--- src/rtl/mw_pkg.sv ---
package mw_pkg;

  typedef enum logic [2:0] {
    ST_IDLE,
    ST_HDR,
    ST_DATA,
    ST_RD,
    ST_DONE
  } mw_state_e;

  localparam logic [1:0] OP_EXT   = 2'b00;
  localparam logic [1:0] OP_WRITE = 2'b01;
  localparam logic [1:0] OP_READ  = 2'b10;
  localparam logic [1:0] OP_CLEAR = 2'b11;

  localparam logic [1:0] EXT_LOCK   = 2'b00;
  localparam logic [1:0] EXT_FILL   = 2'b01;
  localparam logic [1:0] EXT_CLRALL = 2'b10;
  localparam logic [1:0] EXT_UNLOCK = 2'b11;

endpackage

--- src/rtl/mw_in_sync.sv ---
module mw_in_sync #(
  parameter int STAGES = 2
) (
  input  logic clk,
  input  logic rst,
  input  logic cs,
  input  logic sk,
  input  logic di,
  output logic cs_s,
  output logic di_s,
  output logic sk_rise
);
  logic [STAGES-1:0] cs_p, sk_p, di_p;
  logic              sk_last;

  generate
    if (STAGES == 1) begin : g_one
      always_ff @(posedge clk) begin
        if (rst) begin
          cs_p <= '0;
          sk_p <= '0;
          di_p <= '0;
        end else begin
          cs_p <= cs;
          sk_p <= sk;
          di_p <= di;
        end
      end
    end else begin : g_chain
      always_ff @(posedge clk) begin
        if (rst) begin
          cs_p <= '0;
          sk_p <= '0;
          di_p <= '0;
        end else begin
          cs_p <= {cs_p[STAGES-2:0], cs};
          sk_p <= {sk_p[STAGES-2:0], sk};
          di_p <= {di_p[STAGES-2:0], di};
        end
      end
    end
  endgenerate

  always_ff @(posedge clk) begin
    if (rst) sk_last <= 1'b0;
    else     sk_last <= sk_p[STAGES-1];
  end

  assign cs_s    = cs_p[STAGES-1];
  assign di_s    = di_p[STAGES-1];
  assign sk_rise = sk_p[STAGES-1] & ~sk_last;
endmodule

--- src/rtl/mw_word_array.sv ---
module mw_word_array #(
  parameter int AW = 6,
  parameter int DW = 16
) (
  input  logic          clk,
  input  logic          we,
  input  logic [AW-1:0] waddr,
  input  logic [DW-1:0] wdata,
  input  logic [AW-1:0] raddr,
  output logic [DW-1:0] rdata
);
  localparam int DEPTH = 1 << AW;

  logic [DW-1:0] mem [DEPTH];

  always_ff @(posedge clk) begin
    if (we) mem[waddr] <= wdata;
    rdata <= mem[raddr];
  end
endmodule

--- src/rtl/mw_prog_engine.sv ---
module mw_prog_engine #(
  parameter int AW          = 6,
  parameter int DW          = 16,
  parameter int BUSY_CYCLES = 64
) (
  input  logic          clk,
  input  logic          rst,
  input  logic          go,
  input  logic          go_all,
  input  logic [AW-1:0] go_addr,
  input  logic [DW-1:0] go_data,
  output logic          busy,
  output logic          sweeping,
  output logic          init_fill,
  output logic          mem_we,
  output logic [AW-1:0] mem_waddr,
  output logic [DW-1:0] mem_wdata
);
  localparam int HW = $clog2(BUSY_CYCLES + 1);

  logic [AW-1:0] idx;
  logic [DW-1:0] fill_q;
  logic [HW-1:0] hold;
  logic          take_one;

  assign busy     = sweeping | (hold != '0);
  assign take_one = go & ~go_all & ~busy;

  always_ff @(posedge clk) begin
    if (rst) begin
      sweeping  <= 1'b1;
      init_fill <= 1'b1;
      idx       <= '0;
      fill_q    <= '1;
      hold      <= '0;
    end else if (sweeping) begin
      idx <= idx + 1'b1;
      if (&idx) begin
        sweeping  <= 1'b0;
        init_fill <= 1'b0;
      end
    end else if (hold != '0) begin
      hold <= hold - 1'b1;
    end else if (go) begin
      if (go_all) begin
        sweeping <= 1'b1;
        idx      <= '0;
        fill_q   <= go_data;
      end else begin
        hold <= HW'(BUSY_CYCLES);
      end
    end
  end

  always_comb begin
    mem_we    = sweeping | take_one;
    mem_waddr = sweeping ? idx    : go_addr;
    mem_wdata = sweeping ? fill_q : go_data;
  end
endmodule

--- src/rtl/mw_cmd_fsm.sv ---
module mw_cmd_fsm
  import mw_pkg::*;
#(
  parameter int AW = 6,
  parameter int DW = 16
) (
  input  logic          clk,
  input  logic          rst,
  input  logic          cs_s,
  input  logic          di_s,
  input  logic          sk_rise,
  input  logic          busy,
  input  logic [DW-1:0] rd_data,
  output logic [AW-1:0] rd_addr,
  output logic          prog_go,
  output logic          prog_all,
  output logic [AW-1:0] prog_addr,
  output logic [DW-1:0] prog_data,
  output logic          guard_open,
  output mw_state_e     state,
  output logic          dout
);
  localparam int HB = 2 + AW;
  localparam int CMAX = (HB > DW) ? HB : DW;
  localparam int CW = $clog2(CMAX + 1);

  logic [HB-1:0] hdr;
  logic [HB-1:0] hdr_next;
  logic [DW-1:0] dsr, dsr_next, osr;
  logic [CW-1:0] cnt;
  logic          load_pend;
  logic [1:0]    opc, ext;
  logic [AW-1:0] addr;

  assign hdr_next = {hdr[HB-2:0], di_s};
  assign dsr_next = {dsr[DW-2:0], di_s};
  assign opc      = hdr_next[HB-1 -: 2];
  assign ext      = hdr_next[AW-1 -: 2];
  assign addr     = hdr_next[AW-1:0];
  assign rd_addr  = addr;

  always_ff @(posedge clk) begin
    if (rst) begin
      state      <= ST_IDLE;
      cnt        <= '0;
      hdr        <= '0;
      dsr        <= '0;
      osr        <= '0;
      load_pend  <= 1'b0;
      dout       <= 1'b0;
      guard_open <= 1'b0;
      prog_go    <= 1'b0;
      prog_all   <= 1'b0;
      prog_addr  <= '0;
      prog_data  <= '0;
    end else begin
      prog_go   <= 1'b0;
      load_pend <= 1'b0;
      if (load_pend) osr <= rd_data;

      if (!cs_s) begin
        state <= ST_IDLE;
        dout  <= 1'b0;
        cnt   <= '0;
      end else if (sk_rise) begin
        case (state)
          ST_IDLE: begin
            if (busy)      state <= ST_DONE;
            else if (di_s) begin
              state <= ST_HDR;
              cnt   <= '0;
            end
          end
          ST_HDR: begin
            hdr <= hdr_next;
            cnt <= cnt + 1'b1;
            if (cnt == CW'(HB - 1)) begin
              cnt <= '0;
              case (opc)
                OP_READ: begin
                  state     <= ST_RD;
                  dout      <= 1'b0;
                  load_pend <= 1'b1;
                end
                OP_WRITE: begin
                  state     <= ST_DATA;
                  prog_all  <= 1'b0;
                  prog_addr <= addr;
                end
                OP_CLEAR: begin
                  state     <= ST_DONE;
                  prog_go   <= guard_open;
                  prog_all  <= 1'b0;
                  prog_addr <= addr;
                  prog_data <= '1;
                end
                default: begin
                  state <= ST_DONE;
                  case (ext)
                    EXT_UNLOCK: guard_open <= 1'b1;
                    EXT_LOCK:   guard_open <= 1'b0;
                    EXT_CLRALL: begin
                      prog_go   <= guard_open;
                      prog_all  <= 1'b1;
                      prog_data <= '1;
                    end
                    default: begin
                      state    <= ST_DATA;
                      prog_all <= 1'b1;
                    end
                  endcase
                end
              endcase
            end
          end
          ST_DATA: begin
            dsr <= dsr_next;
            cnt <= cnt + 1'b1;
            if (cnt == CW'(DW - 1)) begin
              state     <= ST_DONE;
              prog_go   <= guard_open;
              prog_data <= dsr_next;
            end
          end
          ST_RD: begin
            if (cnt == CW'(DW)) begin
              dout  <= 1'b0;
              state <= ST_DONE;
            end else begin
              dout <= osr[DW-1];
              osr  <= {osr[DW-2:0], 1'b0};
              cnt  <= cnt + 1'b1;
            end
          end
          default: ;
        endcase
      end
    end
  end
endmodule

--- src/rtl/mw_eeprom.sv ---
module mw_eeprom #(
  parameter int ADDR_W      = 6,
  parameter int DATA_W      = 16,
  parameter int SYNC_STAGES = 2,
  parameter int BUSY_CYCLES = 64
) (
  input  logic clk,
  input  logic rst,
  input  logic cs,
  input  logic sk,
  input  logic di,
  output logic dout
);
  logic              cs_s, di_s, sk_rise;
  logic              busy, sweeping, init_fill;
  logic              prog_go, prog_all, guard_open;
  logic [ADDR_W-1:0] prog_addr, rd_addr, mem_waddr;
  logic [DATA_W-1:0] prog_data, rd_data, mem_wdata;
  logic              mem_we;
  mw_pkg::mw_state_e fsm_state;

  mw_in_sync #(.STAGES(SYNC_STAGES)) u_sync (
    .clk(clk), .rst(rst), .cs(cs), .sk(sk), .di(di),
    .cs_s(cs_s), .di_s(di_s), .sk_rise(sk_rise)
  );

  mw_cmd_fsm #(.AW(ADDR_W), .DW(DATA_W)) u_fsm (
    .clk(clk), .rst(rst), .cs_s(cs_s), .di_s(di_s), .sk_rise(sk_rise),
    .busy(busy), .rd_data(rd_data), .rd_addr(rd_addr),
    .prog_go(prog_go), .prog_all(prog_all), .prog_addr(prog_addr),
    .prog_data(prog_data), .guard_open(guard_open), .state(fsm_state),
    .dout(dout)
  );

  mw_prog_engine #(.AW(ADDR_W), .DW(DATA_W), .BUSY_CYCLES(BUSY_CYCLES)) u_eng (
    .clk(clk), .rst(rst), .go(prog_go), .go_all(prog_all),
    .go_addr(prog_addr), .go_data(prog_data), .busy(busy),
    .sweeping(sweeping), .init_fill(init_fill), .mem_we(mem_we),
    .mem_waddr(mem_waddr), .mem_wdata(mem_wdata)
  );

  mw_word_array #(.AW(ADDR_W), .DW(DATA_W)) u_mem (
    .clk(clk), .we(mem_we), .waddr(mem_waddr), .wdata(mem_wdata),
    .raddr(rd_addr), .rdata(rd_data)
  );
endmodule

--- config.mk ---
export PLATFORM = sky130hd
export DESIGN_NAME = mw_eeprom
export DESIGN_NICKNAME = d
export VERILOG_FILES = /design/src/rtl/mw_pkg.sv /design/src/rtl/mw_in_sync.sv /design/src/rtl/mw_word_array.sv /design/src/rtl/mw_prog_engine.sv /design/src/rtl/mw_cmd_fsm.sv /design/src/rtl/mw_eeprom.sv
export SDC_FILE = /design/constraint.sdc
export NUM_CORES = 1
export LEC_CHECK = 0
export ABC_CLOCK_PERIOD_IN_PS = 4450
export BUFFER_PORTS_ARGS = -buffer_cell sky130_fd_sc_hd__buf_2
export CAP_MARGIN = 20
export CORE_ASPECT_RATIO = 2
export CORE_MARGIN = 2
export CORE_UTILIZATION = 45
export CTS_CLUSTER_SIZE = 30
export DETAILED_ROUTE_END_ITERATION = 12
export MAX_ROUTING_LAYER = met4
export PLACE_DENSITY = 0.7
export SLEW_MARGIN = 10
export SYNTH_ARGS = -nofsm -noshare
export SYNTH_HDL_FRONTEND = slang
export SYNTH_SLANG_ARGS = --single-unit
--- constraint.sdc ---
create_clock -name clk -period 4.45 [get_ports clk]
set_clock_uncertainty 0.05 [all_clocks]
set_input_delay 0.89 -clock clk [delete_from_list [all_inputs] [get_ports clk]]
set_output_delay 0.89 -clock clk [all_outputs]
set_load 0.01 [all_outputs]
==> key figures <==
Pwr
  • VDD IR-drop max: 0.311 mV
  • Leakage: 17.3 nW
  • Overall Power: 20.2 mW
  • PwrDens: 405 mW/mm2

Place
  • Placer Congestion: 0.912
  • HPWL after DPL: 73100 um
  • IO Port Bufs: 5
  • DP Cell Count: 3650

Route
  • First DRT Iteration DRCs: 2226
  • Antenna-violating nets left: 0
  • DRT Wirelength: 111000 um
  • Vias per inst: 5.97
  • Drt pass-1 iters: 5
  • Total number of vias: 22800
  • Residual DRC: 0
  • Routed len/inst: 29.0 um

Synth
  • Primary FF master, synth: edfxtp_1
  • Syn Std Cell Area: 0.0445 mm2
  • Area leader, netlist: edfxtp_1
  • Yosys top cell area share: 0.691
  • Post-synth EDFFs: 1024
  • Synth cell types: 62
  • Count leader, synth: edfxtp_1
  • Post-synth top cells: edfxtp_1 (1024), mux4_2 (260), nor2_1 (150)
  • Adder and majority gate portion of the synthesized area: 0.00394
  • Syn_nets: 2340
  • Synth Area in XOR/XNOR: 0
  • Compound-Gate Fraction of Synth Area: 0.0380
  • Mux cell area share after synthesis: 0.152
  • Ys Warns: 0
  • Largest family of logic cells by synthesized area: multiplexers
  • Post-Synthesis Cells: 2321
  • Async SR Flop Fraction: 0
  • FF+latch count, synth: 1150
  • Post-Synth Simple-Gate Area: 0.0437
  • Average size of a mapped cell: 19.2 um2
  • Seq/Total Area, Yosys: 0.748
  • Top area cells in the synthesized netlist: edfxtp_1 (69%), mux4_2 (13%), dfxtp_1 (5.7%)

Global routing
  • Antenna violations before repair: 4
  • GRT Total Usage: 0.227
  • Vias in the first global route: 23700
  • Largest net degree at the start of global routing: 80
  • Total global routing overflow: 0
  • Global-route wire length before repair: 161000 um

Floorplan
  • Die Ht: 449 um
  • Die W: 226 um
  • Rows: 163
  • Die footprint: 0.102 mm2
  • Core outline area: 0.0983 mm2
  • Boundary Pins: 6
  • Initial Utilization: 0.453

Clock network
  • CTS hold repair buffers: 0
  • Post-CTS setup repair buffer count: 0
  • Clk_lat worst skew: 0.68 ns
  • Maximum clock insertion buffer count: 3
  • Htree depth: 3
  • Clock Tree Root: clkbuf_16
  • Number of CTS-inserted buffers: 90
  • Num Clock Sinks: 1150
  • Clock Pin Slew Worst Setup and Hold Paths: 0.07 ns
  • Post-cts sizing count: 0
  • CTS tree: done

Job
  • Total of max-cap violations: 0

Status
  • Status: finished clean

Worst setup path
  • Flop-to-flop setup slack: 1.14 ns
  • Crit-path max FO: 52
  • Worst Setup End Kind: register
  • Worst Path Arrival: 3.81 ns
  • R2r endpoint: u_mem.rdata[6]
  • Start point of the critical path: u_fsm.hdr[0]
  • Worst Setup EP: u_mem.rdata[6]
  • Req. time, crit path: 4.95 ns
  • Worst setup path class: register to register
  • R2R depth: 6
  • CP startpoint kind: register
  • Reg2Reg Launch Point: u_fsm.hdr[0]

Timing
  • Number of setup violations in the final report: 0
  • Worst slew pin tran: 1.12 ns
  • Tmin final: 3.31 ns
  • Max Clk Rate: 0.302 GHz
  • Unrepaired setup endpoints after global routing: false
  • Setup_tns: 0 ns
  • Fin crit share: 0.744
  • Final hold violations: 0
  • Slew HR: 0.256
  • Max Transition Viols Final: 0

Final layout
  • Final #Nets: 2442
  • Share of cells above drive strength 1: 0.236
  • Non-Filler Instances: 3814
  • Layout Utilization: 0.507
  • Synth-to-Final Area Change: 11.9%

Min path
  • Min-delay worst type: input pin to register
worst min-delay path by stage:
stage	start	cells past startpoint	to
2_1_floorplan	u_sync.cs_p[0]	1	u_sync.cs_p[1]
3_3_place_gp	u_sync.di_p[0]	1	u_sync.di_p[1]
3_5_place_dp	u_sync.di_p[0]	1	u_sync.di_p[1]
4_1_cts	cs	2	u_sync.cs_p[0]
5_1_grt	cs	2	u_sync.cs_p[0]
6_report	cs	2	u_sync.cs_p[0]
cell type report:
| cell class | count | area, um2 |
|---|---|---|
| multi-input combinational | 1025 | 10600 |
| tap | 1320 | 1650 |
| fill | 7720 | 48500 |
| timing repair buffer | 137 | 1180 |
| clock inverter | 61 | 689 |
| clock buffer | 99 | 2330 |
| inverter | 19 | 71.3 |
| sequential | 1150 | 33300 |
| antenna | 3 | 7.51 |
layout by cell type, fill, tap and decap left out, drive strengths merged, types with 16 or more instances in the layout:
| master | Yosys | layout |
|---|---|---|
| a211oi | 34 | 34 |
| a21oi | 68 | 68 |
| a22oi | 29 | 29 |
| buf | 56 | 137 |
| clkbuf | 71 | 99 |
| clkinv | 0 | 32 |
| dfxtp | 126 | 126 |
| edfxtp | 1024 | 1024 |
| inv | 19 | 23 |
| mux2 | 20 | 20 |
| mux2i | 69 | 69 |
| mux4 | 260 | 260 |
| nand2 | 136 | 136 |
| nand3 | 48 | 48 |
| nand3b | 22 | 22 |
| nor2 | 150 | 150 |
| nor2b | 16 | 16 |
| o21ai | 29 | 29 |
| o221ai | 28 | 28 |
power breakdown:
| part | switching [mW] | internal (mW) | total (mW) |
|---|---|---|---|
| Sequential | 0.0132 | 11.6 | 11.6 |
| Clock | 3.79 | 4.51 | 8.30 |
| Combinational | 0.157 | 0.0980 | 0.255 |
worst max-delay path, stage by stage, from the launching register on:
cell and delay, ns:
dfxtp_4 0.99, buf_12 0.34, buf_4 0.32, mux4_2 0.35
mux4_2 0.56, o21ai_0 0.38, o2bb2ai_1 0.13
sequential cells by signal, indices dropped and copies added, names as in the netlist, 2 cells and up:
| signal | cells |
|---|---|
| u_eng.idx | 6 |
| u_sync.di_p | 2 |
| u_fsm.cnt | 5 |
| u_eng.hold | 7 |
| u_fsm.prog_addr | 6 |
| u_fsm.state | 3 |
| u_sync.cs_p | 2 |
| u_sync.sk_p | 2 |
| u_mem.rdata | 16 |
| u_fsm.hdr | 7 |
| u_fsm.dsr | 15 |
| u_eng.fill_q | 16 |
| u_mem.mem | 1024 |
| u_fsm.prog_data | 16 |
| u_fsm.osr | 16 |
layer usage:
layer  GRT usage  part of all wire
met1       0.236              0.33
met2       0.397              0.54
met3      0.0302             0.050
met4       0.152             0.077
met5           -                 0
stage by stage:
step / cell area, um2 / worst slack, ns / hold WS [ns]
after floorplan: 44500 / 1.75 / 0.364
after CTS: 49800 / 1.14 / 0.341
after global routing: 49800 / 1.09 / 0.386
after detailed placement: 46800 / 1.17 / 0.385
final: 49800 / 1.14 / 0.372
after global placement: 46800 / 1.22 / 0.385
kinds of logic after synthesis:
kind of cell / after synthesis
simple gates: 424
mux: 349
buf+inv: 146
fa+ha+maj: 14
flops: 1150
compound gates: 238
(Power assumes the default switching activity.)
